--- src/rtl/rtc_snap_pkg.sv ---
package rtc_snap_pkg;

  // Control register layout; bit positions are behaviour seen by software.
  localparam int CTRL_W      = 8;
  localparam int GP_W        = 6;
  localparam int RSVD_BIT    = 6;
  localparam int SAVE_EN_BIT = 7;

  // Strobes from control to datapath.
  typedef struct packed {
    logic follow;   // shadow loads the live time on this edge
  } snapStrobe_t;

endpackage

--- src/rtl/snap_ctrl.sv ---
module snap_ctrl
  import rtc_snap_pkg::*;
#(
  parameter int ADDR_W = 3
) (
  input  logic              clk,
  input  logic              rstN,
  input  logic              busWr,
  input  logic [ADDR_W-1:0] busAddr,
  input  logic [CTRL_W-1:0] busWrData,
  input  logic              pwrFail,
  output snapStrobe_t       strobe,
  output logic [CTRL_W-1:0] ctrlRd
);

  logic            ctrlWr;
  logic            saveEn;
  logic [GP_W-1:0] gpBits;

  assign ctrlWr = busWr && (busAddr == '0);

  always_ff @(posedge clk or negedge rstN) begin
    if (!rstN) begin
      gpBits <= '0;
      saveEn <= 1'b0;
    end else begin
      if (ctrlWr) gpBits <= busWrData[GP_W-1:0];
      // Power fail outranks a software write of the enable.
      if (pwrFail)     saveEn <= 1'b0;
      else if (ctrlWr) saveEn <= busWrData[SAVE_EN_BIT];
    end
  end

  always_comb begin
    ctrlRd                = '0;
    ctrlRd[GP_W-1:0]      = gpBits;
    ctrlRd[RSVD_BIT]      = 1'b0;
    ctrlRd[SAVE_EN_BIT]   = saveEn;
  end

  assign strobe.follow = saveEn;

  AST_PF_CLEARS_EN: assert property (@(posedge clk) disable iff (!rstN)
    pwrFail |=> !ctrlRd[SAVE_EN_BIT]);

  AST_PF_BEATS_WRITE: assert property (@(posedge clk) disable iff (!rstN)
    (pwrFail && ctrlWr && busWrData[SAVE_EN_BIT]) |=> (ctrlRd[SAVE_EN_BIT] == 1'b0));

  AST_GP_STORE: assert property (@(posedge clk) disable iff (!rstN)
    ctrlWr |=> (ctrlRd[GP_W-1:0] == $past(busWrData[GP_W-1:0])));

  AST_EN_WRITE: assert property (@(posedge clk) disable iff (!rstN)
    (ctrlWr && !pwrFail) |=> (ctrlRd[SAVE_EN_BIT] == $past(busWrData[SAVE_EN_BIT])));

endmodule

--- src/rtl/snap_datapath.sv ---
module snap_datapath
  import rtc_snap_pkg::*;
#(
  parameter int NUM_FIELDS = 6,
  parameter int DATA_W     = 8,
  parameter int ADDR_W     = 3
) (
  input  logic                           clk,
  input  logic                           rstN,
  input  snapStrobe_t                    strobe,
  input  logic [NUM_FIELDS*DATA_W-1:0]   liveTime,
  input  logic [CTRL_W-1:0]              ctrlRd,
  input  logic [ADDR_W-1:0]              busAddr,
  output logic [NUM_FIELDS*DATA_W-1:0]   snapTime,
  output logic [DATA_W-1:0]              busRdData
);

  localparam int TOTAL_W = NUM_FIELDS * DATA_W;

  logic [DATA_W-1:0] shadow [NUM_FIELDS];

  // One register per field, all loaded by the same strobe on the same edge.
  for (genvar f = 0; f < NUM_FIELDS; f++) begin : g_field
    always_ff @(posedge clk or negedge rstN) begin
      if (!rstN)              shadow[f] <= '0;
      else if (strobe.follow) shadow[f] <= liveTime[f*DATA_W +: DATA_W];
    end
    assign snapTime[f*DATA_W +: DATA_W] = shadow[f];
  end

  always_comb begin
    busRdData = '0;
    if (busAddr == '0) busRdData = DATA_W'(ctrlRd);
    for (int f = 0; f < NUM_FIELDS; f++) begin
      if (busAddr == ADDR_W'(f + 1)) busRdData = shadow[f];
    end
  end

  AST_TRACK_LIVE: assert property (@(posedge clk) disable iff (!rstN)
    strobe.follow |=> (snapTime == $past(liveTime)));

  AST_HOLD_FROZEN: assert property (@(posedge clk) disable iff (!rstN)
    !strobe.follow |=> $stable(snapTime));

  AST_TOTAL_W: assert property (@(posedge clk) disable iff (!rstN)
    (busAddr > ADDR_W'(NUM_FIELDS)) |-> (busRdData == '0));

  initial begin
    assert (TOTAL_W == $bits(snapTime));
  end

endmodule

--- src/rtl/rtc_time_snapshot.sv ---
module rtc_time_snapshot
  import rtc_snap_pkg::*;
#(
  parameter int NUM_FIELDS = 6,
  parameter int DATA_W     = 8,
  parameter int ADDR_W     = 3
) (
  input  logic                         clk,
  input  logic                         rstN,
  input  logic [NUM_FIELDS*DATA_W-1:0] liveTime,
  input  logic                         pwrFail,
  input  logic                         busWr,
  input  logic [ADDR_W-1:0]            busAddr,
  input  logic [DATA_W-1:0]            busWrData,
  output logic [DATA_W-1:0]            busRdData,
  output logic [NUM_FIELDS*DATA_W-1:0] snapTime
);

  localparam int ADDR_SPAN = NUM_FIELDS + 1;

  snapStrobe_t       strobe;
  logic [CTRL_W-1:0] ctrlRd;

  snap_ctrl #(.ADDR_W(ADDR_W)) i_ctrl (
    .clk       (clk),
    .rstN      (rstN),
    .busWr     (busWr),
    .busAddr   (busAddr),
    .busWrData (busWrData[CTRL_W-1:0]),
    .pwrFail   (pwrFail),
    .strobe    (strobe),
    .ctrlRd    (ctrlRd)
  );

  snap_datapath #(
    .NUM_FIELDS (NUM_FIELDS),
    .DATA_W     (DATA_W),
    .ADDR_W     (ADDR_W)
  ) i_datapath (
    .clk       (clk),
    .rstN      (rstN),
    .strobe    (strobe),
    .liveTime  (liveTime),
    .ctrlRd    (ctrlRd),
    .busAddr   (busAddr),
    .snapTime  (snapTime),
    .busRdData (busRdData)
  );

  initial begin
    assert ((1 << ADDR_W) >= ADDR_SPAN);
    assert (DATA_W >= CTRL_W);
  end

  AST_SHADOW_RO: assert property (@(posedge clk) disable iff (!rstN)
    (busWr && busAddr != '0 && !strobe.follow) |=> $stable(snapTime));

  AST_CTRL_RO_ELSE: assert property (@(posedge clk) disable iff (!rstN)
    (busWr && busAddr != '0 && !pwrFail) |=> $stable(ctrlRd));

endmodule

--- config.mk ---
export PLATFORM = sky130hd
export DESIGN_NAME = rtc_time_snapshot
export DESIGN_NICKNAME = d
export VERILOG_FILES = /design/src/rtl/rtc_snap_pkg.sv /design/src/rtl/snap_ctrl.sv /design/src/rtl/snap_datapath.sv /design/src/rtl/rtc_time_snapshot.sv
export SDC_FILE = /design/constraint.sdc
export NUM_CORES = 1
export LEC_CHECK = 0
export BUFFER_PORTS_ARGS = -buffer_cell sky130_fd_sc_hd__buf_4
export CORE_MARGIN = 3
export CORE_UTILIZATION = 45
export CTS_CLUSTER_DIAMETER = 30
export CTS_CLUSTER_SIZE = 12
export DETAILED_ROUTE_END_ITERATION = 8
export PLACE_DENSITY = 0.83
export SLEW_MARGIN = 10
export SYNTH_ARGS = -nofsm -noshare
export SYNTH_HDL_FRONTEND = slang
export SYNTH_SLANG_ARGS = --single-unit
--- constraint.sdc ---
create_clock -name clk -period 1.25 [get_ports clk]
set_input_delay 0.0625 -clock clk [delete_from_list [all_inputs] [get_ports clk]]
set_output_delay 0.0625 -clock clk [all_outputs]
set_load 0.05 [all_outputs]
* Word-level counts from Yosys, hierarchy flattened *
Cells that the tools add are included.

storage, ports and cells
  flip-flop bits (word level) = 55
  logic and storage cells = 26

operators by class
  eq/ne operators = 6
  multiplexer cells = 9
  reduce and logical (&&, ||, !) cells = 3

operators by type and width
  kind                                                                   number
  8-bit two-way mux                                                      7
  3-bit equality test, second input constant                             3
  3-bit by 2-bit equality test with 1-bit output, second input constant  2
  3-bit by 1-bit equality test with 1-bit output, second input constant  1
  3-bit zero test                                                        1
  1-bit two-way mux                                                      2
  2-bit nonzero test                                                     1
  1-bit logical AND                                                      1

* Logic depth before layout (Yosys ltp) *
  word-level depth = 8
  depth in mapped cells = 5
  depth with buffers taken out = 3

* By module *
Synthesis repeated with hierarchy kept, for this count alone.

unflattened totals
  cell total of the unflattened synthesis = 212
  area total of the unflattened synthesis = 2,685.1 sq um

modules (own cells, without submodules)
  module         instances  cells an instance  area each (sq um)  seq. area each (sq um)
  snap_datapath  1          192                2,377.3            1,201.2
  snap_ctrl      1          20                 307.8              175.2

* Least setup slack after synthesis *
Ideal clock, no wire load.

  path kind = reg2out
  start point = register i_datapath.shadow, in the netlist i_datapath.snapTime[16]
  end point = output port busRdData[0]
  arrival = 1,912 ps
  setup slack = -725 ps
  stages on the path, launching flop included = 4
  buffers on the path = 0
  path through = dfrtp_1 > mux2i_1 > or2_2 > a31oi_1

on the way
  longest elaborated chain between the ends = 4

ends and longest elaborated chain
  item                              RTL line                 RTL
  start: declaration                snap_datapath.sv:20      logic [DATA_W-1:0] shadow [NUM_FIELDS];
  start signal: indexed assignment  snap_datapath.sv:26      else if (strobe.follow) shadow[f] <= liveTime[f*DATA_W +: DATA_W];
  8-bit two-way mux (4 in series)   snap_datapath.sv:35      if (busAddr == ADDR_W'(f + 1)) busRdData = shadow[f];
  end: declaration                  rtc_time_snapshot.sv:15  output logic [DATA_W-1:0] busRdData,

Every way passes these cells.

* Final worst setup path *
  start point = register i_datapath.shadow, in the netlist i_datapath.snapTime[38]
  end point = output port busRdData[6]

on the way
  longest elaborated chain between the ends = 2

ends and longest elaborated chain
  item                             RTL line
  8-bit two-way mux (2 in series)  snap_datapath.sv:35

Every way passes these cells.

==> run metrics <==
status finished, violations left; failing checks setup timing; Sink Count 55; # rows 26; Post-Route WL 8182 µm; vias in the first global route about 2.6k; number of synthesized flops with an enable pin 0; via count 2,303; Pre-antenna DRT Iters 4; synth cell count leaders dfrtp_1 (55), mux2_2 (54), mux2i_1 (24); number of inserted diodes 0; Top FF cell, synth dfrtp_1; period utilisation layout 122.7%; die area approximately 0.0066 mm²; mux contribution to synthesized area around a third; dpl ws -0.03950 ns; Max Slew Vio Count 0; hold_ws roughly 0.009 ns; final hold vios 0; Residual DRC 0; Core Region roughly 0.0053 mm²; Final ANT Viol Nets 0; FFs w/ async S/R, synth 100.0%; Worst path max stage delay just under 0.5 ns; die height about 81 µm; pwr/cell area between 1500 and 2000 mW/mm²; crit-path cells mux2i_1, mux4_2, clkinvlp_4, buf_8; Ys Warns 0; layout cells sized above 1 70.08%; first-pass GRT wire length approximately 13,000 µm; xor/xnor share of the synthesized area 0%; worst setup path end busRdData[6]; Slew headroom about three fifths; post-synthesis net count ~240; max cap viols 0; crit path max fanout 2; Worst R2R Path Depth 3; flop-to-flop setup slack around 0.04 ns; Num CTS Buffers 5; Tot GR Track Use about 26%; #FFs+latches synth 55; total power between 8 and 9 mW; Seq/Total Area, Yosys approximately 54%; clock edge transition at the registers on the reported setup and hold paths roughly 0.090 ns; GRT busiest layer met2; dominant cells by area after synthesis dfrtp_1 (54%), mux2_2 (24%), mux2i_1 (9.4%), a22o_1 (2.4%), a31oi_1 (1.7%); post-route worst setup slack -0.2844 ns; WP depth 4; io pins about 120; FF-to-FF Start i_ctrl.strobe; TritonCTS clock tree built; post-layout instance area roughly 0.0046 mm²; Root Buffer clkbuf_8; Clock Latency Late Sink roughly 0.3 ns; starting density of the core ~48%; Overflow after GRT 0; Yosys cell types 18; most frequent cell after synthesis dfrtp_1; largest net degree at the start of global routing 29; IO Port Bufs approximately 120; compound-gate portion of the synthesized area 4.112%; Slew @ Worst Pin about 0.60 ns; cells after synthesis approximately 180; worst endpoint data arrival time 1.47 ns; Final Critical Period 1.534 ns; post-synth top area share roughly 54%; maximum root-to-sink buffer count 2; RSZ-0062 raised after global routing true; WL/cell around 18 µm; fin nets roughly 450; Critical-path top delay cell mux4_2; H-Tree Depth 2; fmax ~0.65 GHz; largest family of logic cells by synthesized area multiplexers; Simple-Gate Fraction of Synth Area under 10%; GP Congestion 0.7364; Final setup viols 8; met3 usage 7.428%; syn avg cell area roughly 14 µm²; hpwl dp about 5100 µm; startpoint type of the worst setup path flip-flop; initial antenna violation count 0; met2 Use GR roughly half; Hold Crit Class input port to flip-flop; Synth Area in Adders 0%; critical path required time between 1 and 1.5 ns; Max VDD drop between 0.0015 and 0.002 V; WS Path Type flip-flop to primary output; reg2reg end i_datapath.snapTime[38]; crit path capture type primary output; Setup Skew roughly 0.0035 ns; vias per inst approximately 5; placed inst area approximately 0.0038 mm²; GR Util met1 27.35%; Post-Syn Area roughly 0.0026 mm²; Buf+Inv Stages, Crit Path 2; Worst Setup SP i_datapath.snapTime[38]; area leader, netlist dfrtp_1; Final TNS setup -1.316 ns; Die X around 81 µm; P_leak 2.147 nW; 1st-iter DRT viols 68; P&R area growth vs syn 81.45%; Largest delay share family, worst path multiplexers
cell families after synthesis:
| kind of cell | count (synthesis) |
|---|---|
| compound gates | 14 |
| buf+inv | 12 |
| flops | 55 |
| mux | 79 |
| simple gates | 21 |
layout make-up:
| class | instances | area, µm² |
|---|---|---|
| tap | 70 | 87.58 |
| sequential | 55 | 1429 |
| fill | 262 | 664.4 |
| multi-input combinational | 114 | 1219 |
| timing repair buffer | 213 | 1815 |
| clock buffer | 8 | 80.08 |
| inverter | 1 | 7.507 |
placed cells by master, fill, tap and decap left out, types with 4 or more instances in the layout:
cell           count
buf_8              4
or2_1              4
clkbuf_8           5
buf_4            146
a31oi_4            7
mux2_2            54
nand2_1            8
buf_6              7
dfrtp_2           42
a22o_1             7
dfrtp_1           13
dlygate4sd3_1     54
mux2i_1           23
sequential cells by signal (all words and copies together), names as in the netlist:
register             cells
i_ctrl.gpBits            6
i_datapath.snapTime     48
i_ctrl.strobe            1
through the flow:
step | utilization (%) | instances
2_1_floorplan | - | 181
3_3_place_gp | 71.19 | 375
3_5_place_dp | 71.19 | 375
4_1_cts | 86.43 | 457
5_1_grt | 87.47 | 461
6_report | 87.47 | 461
timing repair:
action                                 CTS  global route
pin swaps                               10             5
hold buffers                            53             1
resized for setup                       11             6
buffers inserted                        21             3
endpoints found under the hold margin   79             1
setup endpoints to repair                8            25
worst min-delay path by stage:
stage | cells after the start | endpoint | start | slack [ns]
finish | 2 | i_datapath.snapTime[4] | liveTime[4] | 0.009
global route | 2 | i_datapath.snapTime[4] | liveTime[4] | 0.002
CTS | 2 | i_datapath.snapTime[25] | liveTime[25] | 0.0009
detailed placement | 1 | i_datapath.snapTime[18] | rstN | 0.01
global placement | 1 | i_datapath.snapTime[18] | rstN | 0.009
floorplan | 0 | i_ctrl.gpBits[0] | rstN | -0.23
per-layer routing:
metal | up-vias | wire length [µm]
met5 | - | 0
met4 | 0 | 136
met3 | 12 | 559
met2 | 91 | 4460
met1 | 1133 | 3025
li1 | 1067 | -
report_power, final:
part           switching, mW  leakage (nW)  internal, mW
logic                   2.78          1.48          1.94
clock network          0.549        0.0395         0.400
registers              0.373         0.626          2.36
No activity file was read; power rests on OpenSTA's default activity.
